$ cat src/rtl/dpt_pkg.sv
// Package: shared state encoding for the double pulse test sequencer.
// Assumes nothing beyond being compiled before the modules that import it.
package dpt_pkg;
    typedef enum logic [2:0] {
        ST_IDLE,
        ST_PULSE1,
        ST_GAP,
        ST_PULSE2,
        ST_LOCK
    } seq_state_e;
endpackage

$ cat src/rtl/dpt_sync.sv
// Module: dpt_sync
// A multi-stage flop synchronizer for N independent asynchronous bits.
// Assumes each bit is a slow level (button, fault) and that STAGES >= 2.
module dpt_sync #(
    parameter int N      = 2,
    parameter int STAGES = 2
) (
    input  logic         clk,
    input  logic         rst_n,
    input  logic [N-1:0] async_i,
    output logic [N-1:0] sync_o
);
    logic [N-1:0] stage_q [STAGES];

    generate
        for (genvar s = 0; s < STAGES; s++) begin : g_stage
            // Purpose: shift one synchronizer stage, cleared in reset.
            always_ff @(posedge clk) begin
                if (!rst_n)      stage_q[s] <= '0;
                else if (s == 0) stage_q[s] <= async_i;
                else             stage_q[s] <= stage_q[(s == 0) ? 0 : s-1];
            end
        end
    endgenerate

    assign sync_o = stage_q[STAGES-1];
endmodule

$ cat src/rtl/dpt_clamp.sv
// Module: dpt_clamp
// Limits an unsigned width setting to the closed range [MIN, MAX].
// Assumes MIN <= MAX and that both fit in W bits.
module dpt_clamp #(
    parameter int W   = 10,
    parameter int MIN = 3,
    parameter int MAX = 999
) (
    input  logic [W-1:0] raw_i,
    output logic [W-1:0] lim_o
);
    localparam logic [W-1:0] LO = W'(MIN);
    localparam logic [W-1:0] HI = W'(MAX);

    // Purpose: pick the nearest legal value.
    always_comb begin
        if (raw_i < LO)      lim_o = LO;
        else if (raw_i > HI) lim_o = HI;
        else                 lim_o = raw_i;
    end
endmodule

$ cat src/rtl/dpt_tick_timer.sv
// Module: dpt_tick_timer
// Counts tick pulses. expire_o is high during the tick that completes
// target_i ticks. clear_i restarts the count from zero.
// Assumes target_i >= 1.
module dpt_tick_timer #(
    parameter int CW = 21
) (
    input  logic          clk,
    input  logic          rst_n,
    input  logic          clear_i,
    input  logic          tick_i,
    input  logic [CW-1:0] target_i,
    output logic          expire_o
);
    logic [CW-1:0] cnt_q;

    assign expire_o = tick_i && (cnt_q == target_i - CW'(1));

    // Purpose: advance on each tick, restart on clear or expiry.
    always_ff @(posedge clk) begin
        if (!rst_n)                  cnt_q <= '0;
        else if (clear_i || expire_o) cnt_q <= '0;
        else if (tick_i)             cnt_q <= cnt_q + CW'(1);
    end
endmodule

$ cat src/rtl/dpt_sequencer.sv
// Module: dpt_sequencer (top)
// One-shot double pulse burst generator with desaturation abort, fault
// origin reporting and a fixed post-burst lockout.
// Assumes us_tick_i is a single-cycle pulse, and that the start and desat
// inputs are asynchronous levels. Widths are captured when a start is accepted.
module dpt_sequencer #(
    parameter int P1_BITS       = 10,
    parameter int P2_BITS       = 7,
    parameter int P1_MIN        = 3,
    parameter int P1_MAX        = 999,
    parameter int P2_MIN        = 3,
    parameter int P2_MAX        = 100,
    parameter int LOCKOUT_TICKS = 2_000_000
) (
    input  logic               clk,
    input  logic               rst_n,
    input  logic               us_tick_i,
    input  logic               start_btn_i,
    input  logic               desat_i,
    input  logic [P1_BITS-1:0] pulse1_width_i,
    input  logic [P2_BITS-1:0] pulse2_width_i,
    input  logic               pulse2_en_i,
    output logic               gate_o,
    output logic               busy_o,
    output logic               fault_p1_o,
    output logic               fault_p2_o
);
    import dpt_pkg::*;

    localparam int LOCK_BITS = $clog2(LOCKOUT_TICKS + 1);
    localparam int CW = (LOCK_BITS > P1_BITS) ? LOCK_BITS : P1_BITS;

    seq_state_e         state_q, state_d;
    logic [1:0]         sync_w;
    logic               start_s, desat_s, start_prev_q, start_rise;
    logic [P1_BITS-1:0] w1_lim, w1_q;
    logic [P2_BITS-1:0] w2_lim, w2_q;
    logic               en2_q;
    logic [CW-1:0]      target;
    logic               expire, accept;
    logic               f1_q, f2_q;

    dpt_sync #(.N(2), .STAGES(2)) u_sync (
        .clk     (clk),
        .rst_n   (rst_n),
        .async_i ({desat_i, start_btn_i}),
        .sync_o  (sync_w)
    );
    assign start_s = sync_w[0];
    assign desat_s = sync_w[1];

    dpt_clamp #(.W(P1_BITS), .MIN(P1_MIN), .MAX(P1_MAX)) u_clamp1 (
        .raw_i (pulse1_width_i),
        .lim_o (w1_lim)
    );
    dpt_clamp #(.W(P2_BITS), .MIN(P2_MIN), .MAX(P2_MAX)) u_clamp2 (
        .raw_i (pulse2_width_i),
        .lim_o (w2_lim)
    );

    // Purpose: remember the previous synchronized button level for edge detect.
    always_ff @(posedge clk) begin
        if (!rst_n) start_prev_q <= 1'b0;
        else        start_prev_q <= start_s;
    end
    assign start_rise = start_s && !start_prev_q;
    assign accept     = (state_q == ST_IDLE) && start_rise && !desat_s;

    // Purpose: select the tick count for the current phase.
    always_comb begin
        case (state_q)
            ST_PULSE1:         target = CW'(w1_q);
            ST_GAP, ST_PULSE2: target = CW'(w2_q);
            default:           target = CW'(LOCKOUT_TICKS);
        endcase
    end

    dpt_tick_timer #(.CW(CW)) u_timer (
        .clk      (clk),
        .rst_n    (rst_n),
        .clear_i  (state_d != state_q),
        .tick_i   (us_tick_i),
        .target_i (target),
        .expire_o (expire)
    );

    // Purpose: phase sequencing, with desat abort taking priority over expiry.
    always_comb begin
        state_d = state_q;
        case (state_q)
            ST_IDLE:   if (accept) state_d = ST_PULSE1;
            ST_PULSE1: if (desat_s)     state_d = ST_LOCK;
                       else if (expire) state_d = en2_q ? ST_GAP : ST_LOCK;
            ST_GAP:    if (desat_s)     state_d = ST_LOCK;
                       else if (expire) state_d = ST_PULSE2;
            ST_PULSE2: if (desat_s || expire) state_d = ST_LOCK;
            ST_LOCK:   if (expire) state_d = ST_IDLE;
            default:   state_d = ST_IDLE;
        endcase
    end

    // Purpose: state register and capture of the settings at start.
    always_ff @(posedge clk) begin
        if (!rst_n) begin
            state_q <= ST_IDLE;
            w1_q    <= '0;
            w2_q    <= '0;
            en2_q   <= 1'b0;
        end else begin
            state_q <= state_d;
            if (accept) begin
                w1_q  <= w1_lim;
                w2_q  <= w2_lim;
                en2_q <= pulse2_en_i;
            end
        end
    end

    // Purpose: latch the fault origin, cleared only by an accepted start.
    always_ff @(posedge clk) begin
        if (!rst_n) begin
            f1_q <= 1'b0;
            f2_q <= 1'b0;
        end else if (accept) begin
            f1_q <= 1'b0;
            f2_q <= 1'b0;
        end else if (desat_s) begin
            if (state_q == ST_PULSE1 || state_q == ST_GAP) f1_q <= 1'b1;
            if (state_q == ST_PULSE2)                      f2_q <= 1'b1;
        end
    end

    assign gate_o     = ((state_q == ST_PULSE1) || (state_q == ST_PULSE2)) && !desat_s;
    assign busy_o     = (state_q != ST_IDLE);
    assign fault_p1_o = f1_q;
    assign fault_p2_o = f2_q;
endmodule

$ cat config.mk
export PLATFORM = sky130hd
export DESIGN_NAME = dpt_sequencer
export DESIGN_NICKNAME = d
export VERILOG_FILES = /design/src/rtl/dpt_pkg.sv /design/src/rtl/dpt_sync.sv /design/src/rtl/dpt_clamp.sv /design/src/rtl/dpt_tick_timer.sv /design/src/rtl/dpt_sequencer.sv
export SDC_FILE = /design/constraint.sdc
export NUM_CORES = 1
export LEC_CHECK = 0
export BUFFER_PORTS_ARGS = -buffer_cell sky130_fd_sc_hd__buf_4
export CORE_MARGIN = 4
export CORE_UTILIZATION = 60
export DETAILED_ROUTE_END_ITERATION = 16
export PLACE_DENSITY = 0.8
export RECOVER_POWER = 100
export SLEW_MARGIN = 10
export SYNTH_ARGS = -nofsm -noshare
export SYNTH_HDL_FRONTEND = slang
export SYNTH_SLANG_ARGS = --single-unit
$ cat constraint.sdc
create_clock -name clk -period 4.6 [get_ports clk]
set_clock_uncertainty 0.1 [all_clocks]
set_input_delay 1.15 -clock clk [delete_from_list [all_inputs] [get_ports clk]]
set_output_delay 1.15 -clock clk [all_outputs]
set_load 0.01 [all_outputs]
==> impl_results.md <==
- Vias: 2,593
- DP Area: 0.00308 mm2
- Status: finished clean
- FF-to-FF End: state_q[0]
- Worst-path clk slew: roughly 90 ps
- Internal: 0.000625 W
- Post-CTS setup buffers: 0
- Post-synthesis instance total: approximately 350
- CTS Sinks: 49
- Die area: 0.00597 mm2
- Core area: 0.00450 mm2
- Combinational power share: 0.090
- Via density: 6.20
- Largest net degree at the start of global routing: 24
- Register area share after synthesis: 0.341
- Cts repair resizes: 0
- Synth cell count leaders: dfxtp_1, nand2_1, nor2_1
- Residual DRC: 0
- Diode count: 0
- R2R depth: 11
- Syn_nets: 372
- Fin area: 0.00306 mm2
- Top FF cell, synth: dfxtp_1
- Crit path capture type: register
- Htree depth: 2
- Nets: 391
- Initial Util: 0.639
- Global-route wire length before repair: 11,100 um
- Final setup TNS: 0 ps
- Slew Viols, Final: 0
- P_sw: 0.000191 W
- Hold Path Class: register to register
- Clock Power Share: 0.364
- P&R area growth vs syn: 6.17%
- WP data arrival: around 3500 ps
- Hold Vio Cnt, Final: 0
- Synth warn: 0
- Synth async-reset ratio: 0
- FF+latch count, synth: 49
- Sequential Power Share: 0.546
- Most common cell in the netlist: dfxtp_1
- CP endpoint: state_q[0]
- Antenna-violating nets left: 0
- Synth unique cells: 55
- Maximum vdd drop: 175 uV
- Gr ovfl total: 0
- Crit path time final: 3470 ps
- Hold-fix buffers, CTS: 0
- CP max FO: 23
- Routability cong.: roughly 0.9
- Io pins: 27
- Final worst-path cycle share: 0.753
- Critical Path Source: state_q[0]
- Max Clock Freq: 289 MHz
- Chip width: 77.3 um
- Data required time of the worst path: ~4700 ps
- # fillers: 379
- Final number of setup-violating endpoints: 0
- Least-Margin Pin Slew: between 700 and 800 ps
- Worst setup SP type: register
- Number of global-route vias before repair: 2,456
- Hold wc startpoint: u_sync.stage_q[0][1]
- Slew HR: 0.510
- Tot GR Track Use: 0.226
- Worst-skew pair later-pin latency: roughly 310 ps
- # Max-Cap Violations: 0
- Power density of the placed cells: 267 mW/mm2
- Total Wirelength: approximately 6600 um
- Area leader, netlist: dfxtp_1
- PortBufs: 26
- Reg2reg start: state_q[0]
- DRT Pass-1 Iters: 5
- Reg-to-reg setup timing slack: 1130 ps
- Leakage: 1.10 nW
- DP HPWL: 4980 um
- Critical path class: register to register
- Vert. Die Dim: 77.3 um
- Layout cells sized above 1: 0.123
- Area contributors post-synth: dfxtp_1, nor3_2, nand2_1, xor2_1, xnor2_1
- Sw Share: 0.234
- CTS tree: built
- Clock tree buffer depth: 2
- Syn avg cell area: 8.30 um2
- Top cell type's share of synthesized area: 0.341
- RSZ-0062 raised after global routing: no
- Cell Area, Synth: 0.00288 mm2
- Clk Tree Root Cell: clkbuf_8
- DR iter-0 viols: 263
- Antenna violations before repair: 0
- DR WL/cell: 15.7 um
- FP Rows: 24
- Number of synthesized flops with an enable pin: 0
- Total CTS buffers: 5
-- cells by family (layout without fill, tap and decap cells) --
logic type	after synthesis	after routing	synth area share
adder cells (fa/ha/maj)	2	2	0.00869
flip-flops	49	49	0.341
XOR/XNOR	35	35	0.106
AO/OA/AOI/OAI	69	69	0.166
AND/OR/NAND/NOR	164	164	0.325
buffers and inverters	25	44	0.0421
multiplexers	3	3	0.0104
-- critical path: stages (launching register included) --
cell and delay (ps):
dfxtp_1 810, nand3b_1 140, a21oi_1 330, inv_1 110, ha_1 270, xor2_1 180
xnor2_1 140, o2111a_1 210, nand3_1 140, nor4_1 410, and2_4 370, a211oi_1 120
-- area by class of cell --
class	count	area, um2	share of cell area
Clock buffer	5	68.8	0.0225
Clock inverter	2	35.0	0.0115
Inverter	8	30.0	0.00982
Multi-Input combinational cell	273	1680	0.550
Sequential cell	49	981	0.321
Tap cell	52	65.1	0.0213
Timing Repair Buffer	29	195	0.0638
-- metal layers --
| layer | track usage | vias up | wire (um) |
|---|---|---|---|
| met3 | 0.0422 | 16 | 349 |
| met4 | 0.0854 | 0 | 131 |
| li1 | - | 1279 | - |
| met5 | 0 | - | 0 |
| met1 | 0.298 | 1221 | 3080 |
| met2 | 0.366 | 77 | 3010 |
-- sequential cells by signal, indices dropped and copies added, names as in the netlist --
name	cells
en2_q	1
fault_p2_o	1
w2_q	7
w1_q	10
state_q	3
u_timer.cnt_q	21
u_sync.stage_q	4
start_prev_q	1
fault_p1_o	1
-- power by group through the flow --
stage	combinational, W	clock [W]	sequential [W]
floorplan	0.0000496	0	0.000450
detailed placement	0.0000768	0	0.000455
global route	0.0000818	0.000324	0.000447
finish	0.0000735	0.000297	0.000445
global placement	0.0000757	0	0.000455
CTS	0.0000774	0.000301	0.000445
-- through the flow --
stage               utilization  setup WS [ps]  power [W]  instances  hold slack [ps]
finish                    0.679           1130   0.000816        418              343
global route              0.679            792   0.000852        418              350
global placement          0.683           1290   0.000530        411              315
detailed placement        0.683           1180   0.000532        411              325
floorplan                     -           1890   0.000499        347              312
CTS                       0.706           1140   0.000824        418              345
-- placed cells by master (no fill, tap or decap), types with 2 or more instances in the layout --
cell type	netlist	layout
and3_1	7	7
inv_1	7	7
a31oi_1	4	4
nor2_1	23	23
nor4bb_1	2	2
o221a_2	2	2
clkbuf_8	0	5
or2_2	3	3
o41a_1	2	2
a21o_1	3	3
mux2i_1	3	3
xnor2_1	16	16
nor4_1	4	4
ha_1	2	2
buf_4	0	23
xor2_1	19	19
nand3_1	17	17
clkbuf_1	9	6
and2_1	5	4
nand2_1	47	47
a21oi_1	21	22
nand3b_1	5	5
a22o_1	3	3
nor2b_1	4	4
nor3_1	9	28
nand4_1	7	7
o22ai_1	2	2
dfxtp_1	49	49
a211oi_1	2	2
and4_1	3	3
o21ai_0	11	10
o211ai_1	6	6
-- worst min-delay path by stage --
stage                                       to  slack [ps]  cells past startpoint
final                     u_sync.stage_q[1][1]         340                      1
after global routing      u_sync.stage_q[1][1]         350                      1
after CTS                 u_sync.stage_q[1][1]         350                      1
after detailed placement  u_sync.stage_q[1][1]         320                      1
after global placement    u_sync.stage_q[1][1]         310                      1
after floorplan           u_sync.stage_q[1][0]         310                      1
Note: power is estimated with default switching activity, not from simulation.
